## src/rtl/ssi_pkg.sv

```systemverilog
package ssi_pkg;

    localparam int DW    = 8;
    localparam int CNT_W = 4;
    localparam int AW    = 2;

    localparam logic [AW-1:0] ADR_DATA = 2'd0;
    localparam logic [AW-1:0] ADR_STAT = 2'd1;
    localparam logic [AW-1:0] ADR_CTRL = 2'd2;

    typedef enum logic [1:0] {
        CS_SOFT     = 2'b00,
        CS_TIMER    = 2'b01,
        CS_EXT_RISE = 2'b10,
        CS_EXT_FALL = 2'b11
    } csel_e;

    typedef enum logic [1:0] {
        WM_OFF   = 2'b00,
        WM_THREE = 2'b01,
        WM_TWO_A = 2'b10,
        WM_TWO_B = 2'b11
    } wmode_e;

    typedef struct packed {
        logic             start;
        logic             ovf;
        logic             stop;
        logic             coll;
        logic [CNT_W-1:0] cnt;
    } status_t;

    typedef struct packed {
        wmode_e mode;
        csel_e  csel;
    } ctrl_t;

    function automatic logic is_two_wire(input wmode_e m);
        return m[1];
    endfunction

    function automatic logic is_external(input csel_e c);
        return c[1];
    endfunction

endpackage

```

## src/rtl/ssi_line_mon.sv

```systemverilog
module ssi_line_mon (
    input  logic clk,
    input  logic rst,
    input  logic ck_in,
    input  logic di_in,
    output logic ck_lvl,
    output logic di_lvl,
    output logic ck_rise,
    output logic ck_fall,
    output logic di_rise,
    output logic di_fall
);
    logic ck_prev, di_prev;

    always_ff @(posedge clk) begin
        if (rst) begin
            ck_lvl  <= 1'b0;
            di_lvl  <= 1'b0;
            ck_prev <= 1'b0;
            di_prev <= 1'b0;
        end else begin
            ck_lvl  <= ck_in;
            di_lvl  <= di_in;
            ck_prev <= ck_lvl;
            di_prev <= di_lvl;
        end
    end

    assign ck_rise = ck_lvl & ~ck_prev;
    assign ck_fall = ~ck_lvl & ck_prev;
    assign di_rise = di_lvl & ~di_prev;
    assign di_fall = ~di_lvl & di_prev;
endmodule

```

## src/rtl/ssi_clk_sel.sv

```systemverilog
module ssi_clk_sel
    import ssi_pkg::*;
(
    input  csel_e csel,
    input  logic  ck_rise,
    input  logic  ck_fall,
    input  logic  tmr_pulse,
    input  logic  sw_strobe,
    output logic  shift_ev,
    output logic  count_ev
);
    always_comb begin
        unique case (csel)
            CS_SOFT:     shift_ev = sw_strobe;
            CS_TIMER:    shift_ev = tmr_pulse;
            CS_EXT_RISE: shift_ev = ck_rise;
            default:     shift_ev = ck_fall;
        endcase
        if (is_external(csel))
            count_ev = ck_rise | ck_fall | sw_strobe;
        else
            count_ev = shift_ev;
    end
endmodule

```

## src/rtl/ssi_out_latch.sv

```systemverilog
module ssi_out_latch
    import ssi_pkg::*;
(
    input  logic  clk,
    input  logic  rst,
    input  csel_e csel,
    input  logic  ck_lvl,
    input  logic  msb,
    output logic  open_o,
    output logic  dout
);
    logic held;

    // Open in the half period that precedes the sampling edge.
    assign open_o = !is_external(csel) || (ck_lvl == csel[0]);
    assign dout   = open_o ? msb : held;

    always_ff @(posedge clk) begin
        if (rst) held <= 1'b0;
        else     held <= dout;
    end
endmodule

```

## src/rtl/ser_shift_if.sv

```systemverilog
module ser_shift_if
    import ssi_pkg::*;
#(
    parameter int DATA_W = ssi_pkg::DW
) (
    input  logic              clk,
    input  logic              rst,
    input  logic              bus_we,
    input  logic [AW-1:0]     bus_addr,
    input  logic [DATA_W-1:0] bus_wdata,
    output logic [DATA_W-1:0] bus_rdata,
    input  logic              ser_ck,
    input  logic              ser_di,
    input  logic              tmr_match,
    output logic              ser_do,
    output logic              irq_start,
    output logic              irq_ovf,
    output logic              irq_stop
);
    localparam logic [CNT_W-1:0] CNT_MAX = {CNT_W{1'b1}};

    logic [DATA_W-1:0] shreg;
    logic [CNT_W-1:0]  cnt_q;
    logic              start_q, ovf_q, stop_q;
    ctrl_t             ctrl_q;
    status_t           stat;

    logic ck_lvl, di_lvl, ck_rise, ck_fall, di_rise, di_fall;
    logic shift_ev, count_ev, lat_open;
    logic wr_data, wr_stat, wr_ctrl, sw_strobe;
    logic start_set, stop_set, ovf_set;

    assign wr_data   = bus_we && (bus_addr == ADR_DATA);
    assign wr_stat   = bus_we && (bus_addr == ADR_STAT);
    assign wr_ctrl   = bus_we && (bus_addr == ADR_CTRL);
    assign sw_strobe = wr_ctrl && bus_wdata[1];

    ssi_line_mon u_mon (
        .clk(clk), .rst(rst), .ck_in(ser_ck), .di_in(ser_di),
        .ck_lvl(ck_lvl), .di_lvl(di_lvl),
        .ck_rise(ck_rise), .ck_fall(ck_fall),
        .di_rise(di_rise), .di_fall(di_fall)
    );

    ssi_clk_sel u_sel (
        .csel(ctrl_q.csel), .ck_rise(ck_rise), .ck_fall(ck_fall),
        .tmr_pulse(tmr_match), .sw_strobe(sw_strobe),
        .shift_ev(shift_ev), .count_ev(count_ev)
    );

    ssi_out_latch u_lat (
        .clk(clk), .rst(rst), .csel(ctrl_q.csel), .ck_lvl(ck_lvl),
        .msb(shreg[DATA_W-1]), .open_o(lat_open), .dout(ser_do)
    );

    always_comb begin
        if (is_two_wire(ctrl_q.mode))
            start_set = di_fall && ck_lvl;
        else
            start_set = is_external(ctrl_q.csel) && (ck_rise || ck_fall);
        stop_set = is_two_wire(ctrl_q.mode) && di_rise && ck_lvl;
        ovf_set  = count_ev && (cnt_q == CNT_MAX) && !wr_stat;
    end

    always_ff @(posedge clk) begin
        if (rst) begin
            shreg   <= '0;
            cnt_q   <= '0;
            start_q <= 1'b0;
            ovf_q   <= 1'b0;
            stop_q  <= 1'b0;
            ctrl_q  <= '{mode: WM_OFF, csel: CS_SOFT};
        end else begin
            if (wr_data)
                shreg <= bus_wdata;
            else if (shift_ev)
                shreg <= {shreg[DATA_W-2:0], di_lvl};

            if (wr_stat)
                cnt_q <= bus_wdata[CNT_W-1:0];
            else if (count_ev)
                cnt_q <= cnt_q + 1'b1;

            start_q <= start_set || (start_q && !(wr_stat && bus_wdata[7]));
            ovf_q   <= ovf_set   || (ovf_q   && !(wr_stat && bus_wdata[6]));
            stop_q  <= stop_set  || (stop_q  && !(wr_stat && bus_wdata[5]));

            if (wr_ctrl)
                ctrl_q <= '{mode: wmode_e'(bus_wdata[5:4]), csel: csel_e'(bus_wdata[3:2])};
        end
    end

    always_comb begin
        stat.start = start_q;
        stat.ovf   = ovf_q;
        stat.stop  = stop_q;
        stat.coll  = shreg[DATA_W-1] ^ di_lvl;
        stat.cnt   = cnt_q;
        unique case (bus_addr)
            ADR_DATA: bus_rdata = shreg;
            ADR_STAT: bus_rdata = DATA_W'(stat);
            ADR_CTRL: bus_rdata = DATA_W'({ctrl_q, 2'b00});
            default:  bus_rdata = '0;
        endcase
    end

    assign irq_start = start_q;
    assign irq_ovf   = ovf_q;
    assign irq_stop  = stop_q;
endmodule

```

## config.mk

```make
export PLATFORM = sky130hd
export DESIGN_NAME = ser_shift_if
export DESIGN_NICKNAME = d
export VERILOG_FILES = /design/src/rtl/ssi_pkg.sv /design/src/rtl/ssi_line_mon.sv /design/src/rtl/ssi_clk_sel.sv /design/src/rtl/ssi_out_latch.sv /design/src/rtl/ser_shift_if.sv
export SDC_FILE = /design/constraint.sdc
export NUM_CORES = 1
export LEC_CHECK = 0
export CAP_MARGIN = 20
export CORE_AREA = 4 4 73 75
export DETAILED_ROUTE_END_ITERATION = 6
export DIE_AREA = 0 0 77 79
export DONT_BUFFER_PORTS = 1
export MAX_ROUTING_LAYER = met4
export PLACE_DENSITY = 0.5
export SLEW_MARGIN = 20
export SYNTH_ARGS = -nofsm -noshare
export SYNTH_HDL_FRONTEND = slang
export SYNTH_HIERARCHICAL = 1
export SYNTH_SLANG_ARGS = --single-unit
```

## constraint.sdc

```tcl
create_clock -name clk -period 3.2 [get_ports clk]
set_input_delay 0 -clock clk [delete_from_list [all_inputs] [get_ports clk]]
set_output_delay 0 -clock clk [all_outputs]
set_load 0.01 [all_outputs]
```

==> impl_results.md, run 1 <==
- Synth top area share: 36.6%
- Register Area: 480 µm²
- Power Density: 391 nW/µm²
- Core box area: 4660 µm²
- CTS tree: yes
- Arrival time at the worst endpoint: 2.32 ns
- Clock-pin slew on the worst setup and hold paths: 0.08 ns
- Die width: 77 µm
- Static Leakage: 0.539 nW
- Period minus WS final: 2.17 ns
- Fin. max-slew vios: 0
- Slowest stage delay, CP: 0.59 ns
- Post-Syn Area per Cell: 9.12 µm²
- WS Path Type: reg -> reg
- Top delay family on crit path: buffers and inverters
- Flops & latches, synth: 24
- Final antenna diode count: 0
- H-tree depth: 1
- Die H: 79 µm
- Worst setup EP type: register
- Final setup vio count: 0
- Fillers: 483
- Buffers and inverters on the worst path: 2
- Via density: 5.08
- Total global routing overflow: 0
- PortBufs: 0
- GPL Wtd Cong: 0.884
- Final core occ: 32.2%
- Critical Path Fanout Max: 8
- Fmax: 0.461 GHz
- Gr usage total: 11.4%
- Initial DRC count: 48
- Setup crit start kind: register
- Synth Instances: 144
- CTS root buf: clkbuf_8
- Slew HR: 56.0%
- Tightest Pin Transition: 0.659 ns
- Share of cells above drive strength 1: 10.5%
- Layout net count: 172
- # DRC: 0
- Vias in the first global route: 982
- Crit-path slowest cell: dlygate4sd3_1
- Row cnt: 25
- Post-synth top area cell: dfxtp_1
- Critical path required time: 3.36 ns
- RSZ-0062 raised after global routing: no
- Initial Utilization: 28.2%
- Number of max-cap violations: 0
- Count of different cell masters after synthesis: 29
- Clock sink total: 24
- Final hold vios: 0
- ANT nets after route: 0
- Setup TNS: 0 ns
- CP Cell Sequence: nor2b_1 -> mux2i_1 -> mux2i_1 -> buf_4 -> mux2i_1 -> a211oi_2 -> dlygate4sd3_1
- CTS Buf Count: 3
- Initial antenna violation count: 0
- Area of the mapped netlist: 1310 µm²
- Synthesis Warnings: 6
- Detailed-placement wirelength estimate: 2390 µm
- Synth area leaders: dfxtp_1 37%, mux2i_1 16%, a211oi_2 7.6%
- Final Cycle Share: 67.8%
- Worst-case clock buffer depth: 2
- Worst Skew: 0.00380 ns
- Area Overhead vs Synth: 14.2%
- Worst hold-check path type: in -> reg
- DR pass1 iterations: 4
- Status: finished, final reports clean
- Post-cts resize count: 0
- Final WL: 3340 µm
- Via count: 1052
- Routed wire per std cell: 16.1 µm
- Peak supply drop: 0.216 mV
- Boundary pin count: 28
- Net Count, Synth: 161
- Register area share after synthesis: 36.6%
- Clk_lat worst skew: 0.26 ns
- First-pass GRT wire length: 5260 µm
- Largest net degree at the start of global routing: 26
- Die area: 6080 µm²
- Multi-input logic area: 753 µm²
- CP dominant cell by count: mux2i_1
placed cells by master, fill, tap and decap left out, types with 3 or more instances in the layout:
cell type      synthesis  final
a211oi_1               4      4
a211oi_2               8      8
a21oi_1                8      8
clkbuf_8               0      3
dfxtp_1               24     24
dlygate4sd3_1          0     13
inv_1                  4      4
mux2i_1               21     21
nand2_1                8      8
nand3_1                6      6
nor2_1                16     16
nor2b_1                9      9
o21ai_0                8      8
xor2_1                 3      3
metal layers:
| layer | global-route usage, % | share of wire [%] | vias up |
|---|---|---|---|
| met4 | 3.74 | 1.8 | 0 |
| li1 | - | - | 520 |
| met5 | - | 0 | - |
| met2 | 16.0 | 42 | 37 |
| met3 | 4.99 | 8.4 | 8 |
| met1 | 14.7 | 48 | 487 |
logic make-up (layout without fill, tap and decap cells):
kind of cell | after synthesis | after routing | share of synthesized area [%]
and+or+nand+nor | 50 | 50 | 19.3
AOI/OAI and AO/OA | 29 | 29 | 16.6
DFF | 24 | 24 | 36.6
muxes | 22 | 22 | 17.1
buffers and inverters | 13 | 22 | 6.09
xor gates and xnor gates | 5 | 5 | 3.33
adders and majority gates | 1 | 1 | 0.952
cell usage after synthesis:
cell type	number
dfxtp_1	24
a21oi_1	8
xor2_1	3
buf_2	4
nor2b_1	9
nor2_1	16
ha_1	1
inv_1	4
a211oi_1	4
nand2_2	1
xnor2_1	2
or3b_1	1
nand4_1	2
clkbuf_2	2
and2_1	1
nand3_1	6
mux2_4	1
nand2_1	8
o21a_1	1
clkbuf_1	1
nand3b_1	2
mux2i_1	21
a211oi_2	8
nand2b_1	2
buf_12	1
nor4b_1	1
and3_2	1
buf_6	1
o21ai_0	8
tightest hold or removal path, stage by stage:
cell,delay (ns)
inv_1,0.02
o21ai_0,0.14
a21oi_1,0.07
worst paths after layout:
kind	from	end	slack [ns]	cells past startpoint
max reg2reg	u_mon/ck_lvl	shreg[2]	1.03	7
min	bus_wdata[6]	irq_ovf	0.01	3
max	u_mon/ck_lvl	shreg[2]	1.03	7
min reg2reg	ctrl_q[2]	ctrl_q[2]	0.46	2
registers in the layout (all words and copies together), names as in the netlist:
| signal | flops |
|---|---|
| irq_start | 1 |
| irq_stop | 1 |
| u_mon/di_prev | 1 |
| ctrl_q | 4 |
| irq_ovf | 1 |
| cnt_q | 4 |
| u_mon/ck_prev | 1 |
| shreg | 8 |
| u_lat/held | 1 |
| u_mon/di_lvl | 1 |
| u_mon/ck_lvl | 1 |
stage by stage:
| stage | instance area (µm²) | hold slack [ns] | power [mW] | std cells | setup WS [ns] |
|---|---|---|---|---|---|
| 2_1_floorplan | 1310 | 0.0716 | 0.396 | 144 | 1.53 |
| 3_3_place_gp | 1320 | 0.0542 | 0.396 | 190 | 1.53 |
| 3_5_place_dp | 1320 | 0.0514 | 0.398 | 190 | 1.46 |
| 4_1_cts | 1510 | 0.00951 | 0.594 | 207 | 1.02 |
| 5_1_grt | 1500 | 0.0574 | 0.611 | 207 | 0.871 |
| 6_report | 1500 | 0.0113 | 0.587 | 207 | 1.03 |
what timing repair did:
item,CTS,global route
setup buffers,0,0
hold buffers,14,0
hold endpoints to repair,24,0
report_power, final:
group / leakage (nW) / total, mW / switching, mW / internal (mW)
clock: 0.0216 / 0.175 / 0.0909 / 0.0842
combinational: 0.321 / 0.0831 / 0.0415 / 0.0416
sequential: 0.196 / 0.329 / 0.0159 / 0.313
cell type report:
| type | count | area share [%] |
|---|---|---|
| Multi-Input combinational cell | 107 | 50.2 |
| Tap cell | 54 | 4.50 |
| Sequential cell | 24 | 32.0 |
| Inverter | 4 | 1.00 |
| Clock buffer | 3 | 2.75 |
| Timing Repair Buffer | 15 | 9.51 |
(Power assumes the default switching activity.)
==> inputs of run 2 (changes only) <==
PLACE_DENSITY = 0.52   (was 0.5)
clock period = 1.8 ns   (was 3.2 ns; I/O delays follow)
==> run 2 against run 1 <==
Compared with the run above: die area is the same; largest cell class unchanged; register-to-register slack lost 0.87 ns; sequential power grew 78%.
==> impl_results.md, run 2 (synthesis gave the netlist of run 1 again) <==
- R2R Setup Slk: 0.16 ns
- Share of cells above drive strength 1: 12.8%
- First-pass GRT wire length: 5600 µm
- Period minus WS final: 1.64 ns
- Worst Skew: 0.00593 ns
- Hold path cells: 1
- Static Leakage: 0.558 nW
- Clock-pin slew on the worst setup and hold paths: 0.09 ns
- ANT nets after route: 0
- H-tree depth: 1
- Boundary pin count: 28
- Worst setup EP type: register
- PortBufs: 0
- Final Cycle Share: 90.9%
- Initial DRC count: 48
- Routed wire per std cell: 16.2 µm
- Die width: 77 µm
- Largest net degree at the start of global routing: 26
- Final hold vios: 0
- Vias in the first global route: 1126
- Clk_lat worst skew: 0.27 ns
- Critical path required time: 1.99 ns
- RSZ-0062 raised after global routing: no
- Layout net count: 174
- WS Path Type: reg -> reg
- Setup Fix Bufs, Post-CTS: 0
- Min-delay src: bus_addr[1]
- Area Overhead vs Synth: 16.6%
- CTS root buf: clkbuf_8
- Tightest Pin Transition: 0.629 ns
- Crit-path slowest cell: dfxtp_1
- Most flop-heavy register: shreg
- CP Cell Sequence: nor2b_2 -> nor4b_1 -> a21oi_1 -> and2_1 -> xnor2_1 -> a211oi_1
- Clock sink total: 24
- Via count: 1066
- Buffers and inverters on the worst path: 0
- Top delay family on crit path: simple AND/OR/NAND/NOR gates
- Worst hold-check path type: in -> out
- Setup TNS: 0 ns
- Fmax: 0.611 GHz
- Peak supply drop: 0.417 mV
- Initial Utilization: 28.2%
- Final setup vio count: 0
- FF-to-FF Start: u_mon/ck_lvl
- Row cnt: 25
- Total global routing overflow: 0
- Status: finished, final reports clean
- Fillers: 478
- Worst-case clock buffer depth: 2
- Via density: 5.08
- DR pass1 iterations: 5
- Setup crit start kind: register
- Slew HR: 58.1%
- Largest regs: shreg (8), cnt_q (4), ctrl_q (4)
- Max reg flops: 8
- Initial antenna violation count: 0
- Die area: 6080 µm²
- Die H: 79 µm
- # DRC: 0
- Reg-to-Reg End: cnt_q[2]
- Reg2Reg Depth: 6
- Number of max-cap violations: 0
- Gr usage total: 11.8%
- CTS Buf Count: 3
- GPL Wtd Cong: 0.841
- Fin. max-slew vios: 0
- Power Density: 728 nW/µm²
- Slowest stage delay, CP: 0.37 ns
- Leading cell type in the layout, fill and taps excluded: dfxtp_1
- Final antenna diode count: 0
- Hold Path End: bus_rdata[6]
- Detailed-placement wirelength estimate: 2370 µm
- Fin Hold WS: 0.0540 ns
- Final WL: 3410 µm
- Most frequent cells in the layout: 24 x dfxtp_1, 21 x mux2i_1, 16 x nor2_1, 13 x dlygate4sd3_1
- CTS tree: yes
- Arrival time at the worst endpoint: 1.83 ns
- Critical Path Fanout Max: 6
- Core box area: 4660 µm²
run 2: timing repair:
item	in CTS	in global routing
hold buffers	14	0
setup endpoints to repair	0	1
gates resized for setup	0	1
hold endpoints to repair	24	0
run 2: metal layers:
metal / track usage [%] / part of all wire (%)
met5: - / 0
met4: 3.74 / 0.91
met3: 1.81 / 4.3
met2: 19.3 / 47
met1: 15.0 / 48
run 2: through the flow:
stage	std cells	utilization, %	setup WS, ns	area [µm²]	power, mW
floorplan	144	-	0.130	1310	0.703
global placement	192	28.7	0.239	1340	0.708
detailed placement	192	28.7	0.203	1340	0.710
CTS	210	32.9	0.0468	1530	1.12
finish	210	32.9	0.164	1530	1.11
global route	210	32.9	0.0149	1530	1.16
run 2: worst max path at each step:
stage          slack, ns         start  cells after the start        to
2_1_floorplan       0.13   bus_addr[1]                      9  cnt_q[3]
3_3_place_gp        0.24  u_mon/ck_lvl                      6  shreg[0]
4_1_cts             0.05           rst                      3  irq_stop
6_report            0.16  u_mon/ck_lvl                      6  cnt_q[2]
3_5_place_dp        0.20  u_mon/ck_lvl                      6  shreg[2]
5_1_grt             0.01  u_mon/ck_lvl                      6  cnt_q[3]
run 2: where the power goes:
part / total (mW) / internal, mW / switching [mW]
sequential: 0.584 / 0.556 / 0.0277
combinational: 0.152 / 0.0762 / 0.0758
clock: 0.379 / 0.196 / 0.183
run 2: final cells by class:
class | count | area [µm²] | share of cell area, %
clock buffer | 4 | 55.1 | 3.59
multi-input combinational | 107 | 756 | 49.3
sequential | 24 | 480 | 31.4
inverter | 4 | 15.0 | 0.980
tap | 54 | 67.6 | 4.41
timing repair buffer | 17 | 158 | 10.3
